`config.mk`:
```
export PLATFORM = sky130hd
export DESIGN_NAME = paged_ea_unit
export DESIGN_NICKNAME = d
export VERILOG_FILES = /design/src/rtl/paged_ea_unit.sv
export SDC_FILE = /design/constraint.sdc
export NUM_CORES = 1
export LEC_CHECK = 0
export ABC_AREA = 1
export BUFFER_PORTS_ARGS = -buffer_cell sky130_fd_sc_hd__buf_2
export CAP_MARGIN = 20
export CORE_MARGIN = 1
export CORE_UTILIZATION = 42
export DETAILED_ROUTE_END_ITERATION = 8
export PLACE_DENSITY = 0.81
export SKIP_CTS_REPAIR_TIMING = 1
export SYNTH_ARGS = -nofsm -noshare
export SYNTH_HDL_FRONTEND = slang
export SYNTH_SLANG_ARGS = --single-unit
```
`constraint.sdc`:
```
create_clock -name clk -period 1 [get_ports clk]
set_input_delay 0.05 -clock clk [delete_from_list [all_inputs] [get_ports clk]]
set_output_delay 0.05 -clock clk [all_outputs]
set_load 0.05 [all_outputs]
```
`src/rtl/paged_ea_unit.sv`:
```
module paged_ea_unit #(
  parameter int AW      = 12,
  parameter int OFFW    = 7,
  parameter int AUTO_LO = 8,
  parameter int AUTO_HI = 15
) (
  input  logic          clk,
  input  logic          rst_n,
  input  logic          start,
  input  logic          indirect,
  input  logic          page_sel,
  input  logic [OFFW-1:0] offset,
  input  logic [AW-1:0] fetch_addr,
  output logic          done,
  output logic [AW-1:0] eff_addr,
  output logic          mem_rd,
  output logic          mem_wr,
  output logic [AW-1:0] mem_addr,
  output logic [AW-1:0] mem_wdata,
  input  logic [AW-1:0] mem_rdata
);
  localparam int PAGEW = AW - OFFW;

  logic          busy, auto_q;
  logic [AW-1:0] ptr_q, dir_addr, bumped;
  logic          accept, auto_hit;

  assign dir_addr = page_sel ? {fetch_addr[AW-1 -: PAGEW], offset}
                             : {{PAGEW{1'b0}}, offset};
  assign auto_hit = (dir_addr >= AW'(AUTO_LO)) && (dir_addr <= AW'(AUTO_HI));
  assign accept   = start && !busy;
  assign bumped   = mem_rdata + 1'b1;

  always_ff @(posedge clk) begin
    if (!rst_n) begin
      busy   <= 1'b0;
      auto_q <= 1'b0;
      ptr_q  <= '0;
    end else if (accept && indirect) begin
      busy   <= 1'b1;
      auto_q <= auto_hit;
      ptr_q  <= dir_addr;
    end else begin
      busy   <= 1'b0;
      auto_q <= 1'b0;
    end
  end

  assign mem_rd    = accept && indirect;
  assign mem_wr    = busy && auto_q;
  assign mem_addr  = busy ? ptr_q : dir_addr;
  assign mem_wdata = bumped;
  assign done      = busy || (accept && !indirect);
  assign eff_addr  = busy ? (auto_q ? bumped : mem_rdata) : dir_addr;

  p_read_then_done_r4: assert property (@(posedge clk) disable iff (!rst_n)
    mem_rd |=> done);
  p_no_back_to_back_read_r7: assert property (@(posedge clk) disable iff (!rst_n)
    mem_rd |=> !mem_rd);
  p_write_in_window_r5: assert property (@(posedge clk) disable iff (!rst_n)
    mem_wr |-> (mem_addr >= AW'(AUTO_LO) && mem_addr <= AW'(AUTO_HI)));
  p_write_after_read_r5: assert property (@(posedge clk) disable iff (!rst_n)
    mem_wr |-> $past(mem_rd));
  p_write_addr_kept_r5: assert property (@(posedge clk) disable iff (!rst_n)
    mem_wr |-> mem_addr == $past(mem_addr));
  p_direct_no_access_r3: assert property (@(posedge clk) disable iff (!rst_n)
    (start && !indirect && !$past(mem_rd)) |-> (done && !mem_rd && !mem_wr));
  p_rw_exclusive_r4: assert property (@(posedge clk) disable iff (!rst_n)
    !(mem_rd && mem_wr));
endmodule

```
==> results.cfg, run 1 <==
[floorplanning]
pin_count = 75
row_count = 18
die_y_um = 54.8
start_util_pct = 45.7
die_w_um = 54.8

[outcome]
failing_step = 5_1_grt
run_status = aborted with a tool error
tool.error = [ERROR DPL-0038] Utilization greater than 100%, impossible to legalize

[placement]
port_buffers = 67
gp_congestion = 0.775
dp_hpwl_mm = 3.05

[clocking]
clock-sinks = 14
h-tree-depth = 1
cts_buffers = 3
clockBufferDepth = 2
root_buffer = clkbuf_4

[logic_synthesis]
syn_area_per_cell_um2 = 5.64
yosysSeqAreaShare_pct = 23.9
yosysWarnings = 0
synth_cell_type_count = 21
ys_ff_latch = 14
syn-num-nets = 245
syn_inst = 208
syn_area_um2 = 1170

[sta]
worst-ep-kind = primary output
worst_endpoint = mem_addr[8]

[grt]
grt_start_max_net_pins = 20
[stage by stage]
step                      hold WS, ps  worst slack (ps)  std cells  util [%]  area (um^2)
after floorplan                   167              -153        208         -         1470
after detailed placement          357              -246        323      78.0         2000
after global placement            348              -233        323      78.0         2000
after CTS                        41.4              -576        327      79.4         2040
[cell usage after synthesis (all sizes together)]
| master | instances | area [um^2] |
|---|---|---|
| a21oi | 20 | 100 |
| buf | 6 | 36.3 |
| clkbuf | 2 | 7.51 |
| dfxtp | 14 | 280 |
| ha | 1 | 12.5 |
| inv | 34 | 128 |
| nand2 | 62 | 238 |
| nand3 | 14 | 75.1 |
| nand4 | 4 | 25.0 |
| nor2 | 14 | 70.1 |
| nor3 | 1 | 5.00 |
| o21ai | 33 | 169 |
| xor2 | 3 | 26.3 |
[logic make-up after synthesis]
| group | share of synthesized area (%) |
|---|---|
| xor+xnor | 2.24 |
| simple gates | 35.2 |
| compound gates | 22.9 |
| fa+ha+maj | 1.07 |
| buf+inv | 14.6 |
| flops | 23.9 |
==> inputs of run 2 (changes only) <==
--- a/config.mk
+++ b/config.mk
@@ -9,9 +9,9 @@
 export BUFFER_PORTS_ARGS = -buffer_cell sky130_fd_sc_hd__buf_2
 export CAP_MARGIN = 20
 export CORE_MARGIN = 1
-export CORE_UTILIZATION = 42
+export CORE_UTILIZATION = 30
 export DETAILED_ROUTE_END_ITERATION = 8
-export PLACE_DENSITY = 0.81
+export PLACE_DENSITY_LB_ADDON = 0.15
 export SKIP_CTS_REPAIR_TIMING = 1
 export SYNTH_ARGS = -nofsm -noshare
 export SYNTH_HDL_FRONTEND = slang
==> run 2 against run 1 <==
The flow now finishes, with violations (negative setup slack). Synthesized cell count unchanged. Area after synthesis stayed put.
==> results.cfg, run 2 <==
[setup_path]
arrival_ps = 1240
cp_max_fo = 8
required_ps = 950
startpoint_type = flop
end_kind = output port
critPathKind = flop to output port

[logic_synthesis]
synth_cell_type_count = 21
yosysSeqAreaShare_pct = 23.9
syn-num-nets = 245
synth_ff_type = dfxtp_1
netlist_top_cells_count = nand2_1 (60), inv_1 (33), o21ai_0 (30)
yosys.area.top_type = dfxtp_1
synth.top_cell.area_share_pct = 23.9
ys_ff_latch = 14
yosysWarnings = 0
async_flop_share_pct = 0
syn_inst = 208
synth.most_common_cell = nand2_1
synth-edff-count = 0
syn_area_per_cell_um2 = 5.64
syn_area_um2 = 1170
synth.area.top_cells = dfxtp_1 (24%), nand2_1 (19%), o21ai_0 (13%)

[floorplanning]
start_util_pct = 31.5
pin_count = 75
die_y_um = 64.5
core_area_um2 = 3720
die_w_um = 64.5
dieArea_um2 = 4160
row_count = 22

[detailed_routing]
via_count = 1667
wl_per_cell_um = 12.3
routed_wirelength_mm = 4.39
drtAntennaViolNets = 0
viasPerCell = 4.67
drt_iter0_drc = 78
drt_pass1_iterations = 4
route.detailed.drc = 0

[flow_run]
drv_cap = 0

[clocking]
clock-sinks = 14
clk_pin_slew_worst_paths_ps = 50
tritoncts = yes
clockBufferDepth = 2
clk-insertion-delay-late_ps = 240
h-tree-depth = 1
cts_buffers = 3
root_buffer = clkbuf_8

[layout]
nFillCells = 272
largest_register_ffs = 12
syn_to_final_growth_pct = 138
mostFrequentLayoutCells = inv_1 (28), buf_2 (28), buf_6 (28), nand2_1 (25), buf_4 (24)
num-nets-final = 348
top_regs = ptr_q: 12 flops, auto_q: 1 flops, busy: 1 flops
antennaDiodeCount = 0
drive_above_1_share_pct = 63.1
fin_util_pct = 74.9
finalInstanceArea_um2 = 2790
largest-register = ptr_q

[sta]
finalCritPeriodShare_pct = 129
skew_ps = 2.83
max_freq_mhz = 773
hold_viol_final = 0
setup_viol = 46
tightest_slew_ps = 234
fin_ws_ps = -293
drv_slew = 0
rsz0062_at_grt = yes
period_needed_ps = 1290
slew_headroom_pct = 84.3

[placement]
pre_cts_slack_ps = -261
port_buffers = 67
place_area_um2 = 2080
gp_congestion = 0.806
dp_hpwl_mm = 3.15

[grt]
antenna_found_initial = 0
grt-busiest-layer = met2
grt_start_max_net_pins = 15
grt_pass1_vias = 1370
use_met2_pct = 30.3
grt_usage_pct = 18.6
grt-ovfl-total = 0
grt_use_met1_pct = 26.1
grt_pass1_wl_mm = 6.18
grt.met3_usage_pct = 1.41

[outcome]
run_status = complete, but fails checks
failed_checks = negative setup slack

[worst_hold_path]
hp-class = input pin to flop

[pwr]
vdd_drop_max_v = 0.000856
power_mw = 2.40
power.leakage_nw = 1.26
power_density_nw_per_um2 = 863
[run 2: final cells by class]
cell class	count	area (um^2)	share of cell area, %
clock buffers	3	41.3	1.48
inverters	34	150	5.39
multi-input cells	152	1210	43.4
flip-flops and latches	14	288	10.3
well taps	48	60.1	2.16
repair buffers	106	1040	37.2
[run 2: per-layer routing]
metal | vias to the layer above | share of wire [%]
li1 | 871 | -
met3 | 2 | 4.5
met5 | - | 0
met1 | 749 | 45
met2 | 45 | 50
met4 | 0 | 0.36
[run 2: power breakdown]
part,switching (mW),internal [mW],total [mW],leakage (nW)
combinational,0.832,0.534,1.37,1.12
sequential,0.0127,0.589,0.602,0.117
clock,0.172,0.265,0.437,0.0216
[run 2: final timing paths]
| check | start | cells past startpoint | slack, ps | endpoint |
|---|---|---|---|---|
| setup / recovery | busy | 5 | -290 | mem_addr[4] |
| hold / removal | offset[2] | 3 | 120 | ptr_q[2] |
| hold reg to reg | ptr_q[3] | 2 | 510 | ptr_q[3] |
| setup reg to reg | busy | 6 | -120 | ptr_q[7] |
[run 2: logic make-up after synthesis]
group                      share of synthesized area [%]
AOI/OAI and AO/OA                                   22.9
xor gates and xnor gates                            2.24
adders and majority gates                           1.07
buffers and inverters                               14.6
DFF                                                 23.9
and+or+nand+nor                                     35.2
[run 2: through the flow]
| stage | TNS (ps) | std cells | hold WS, ps |
|---|---|---|---|
| after floorplan | -1620 | 208 | 167 |
| after global placement | -6930 | 347 | 347 |
| after detailed placement | -7450 | 347 | 349 |
| after CTS | -14130 | 350 | 97.0 |
| after global routing | -9490 | 357 | 135 |
| final | -6950 | 357 | 116 |
[run 2: critical path, stage by stage, from the launching register on]
cell,delay [ps]
dfxtp_4,370
inv_8,60
clkbuf_16,170
buf_6,120
o21ai_4,120
buf_6,170
Power figures use the tool's default switching activity.
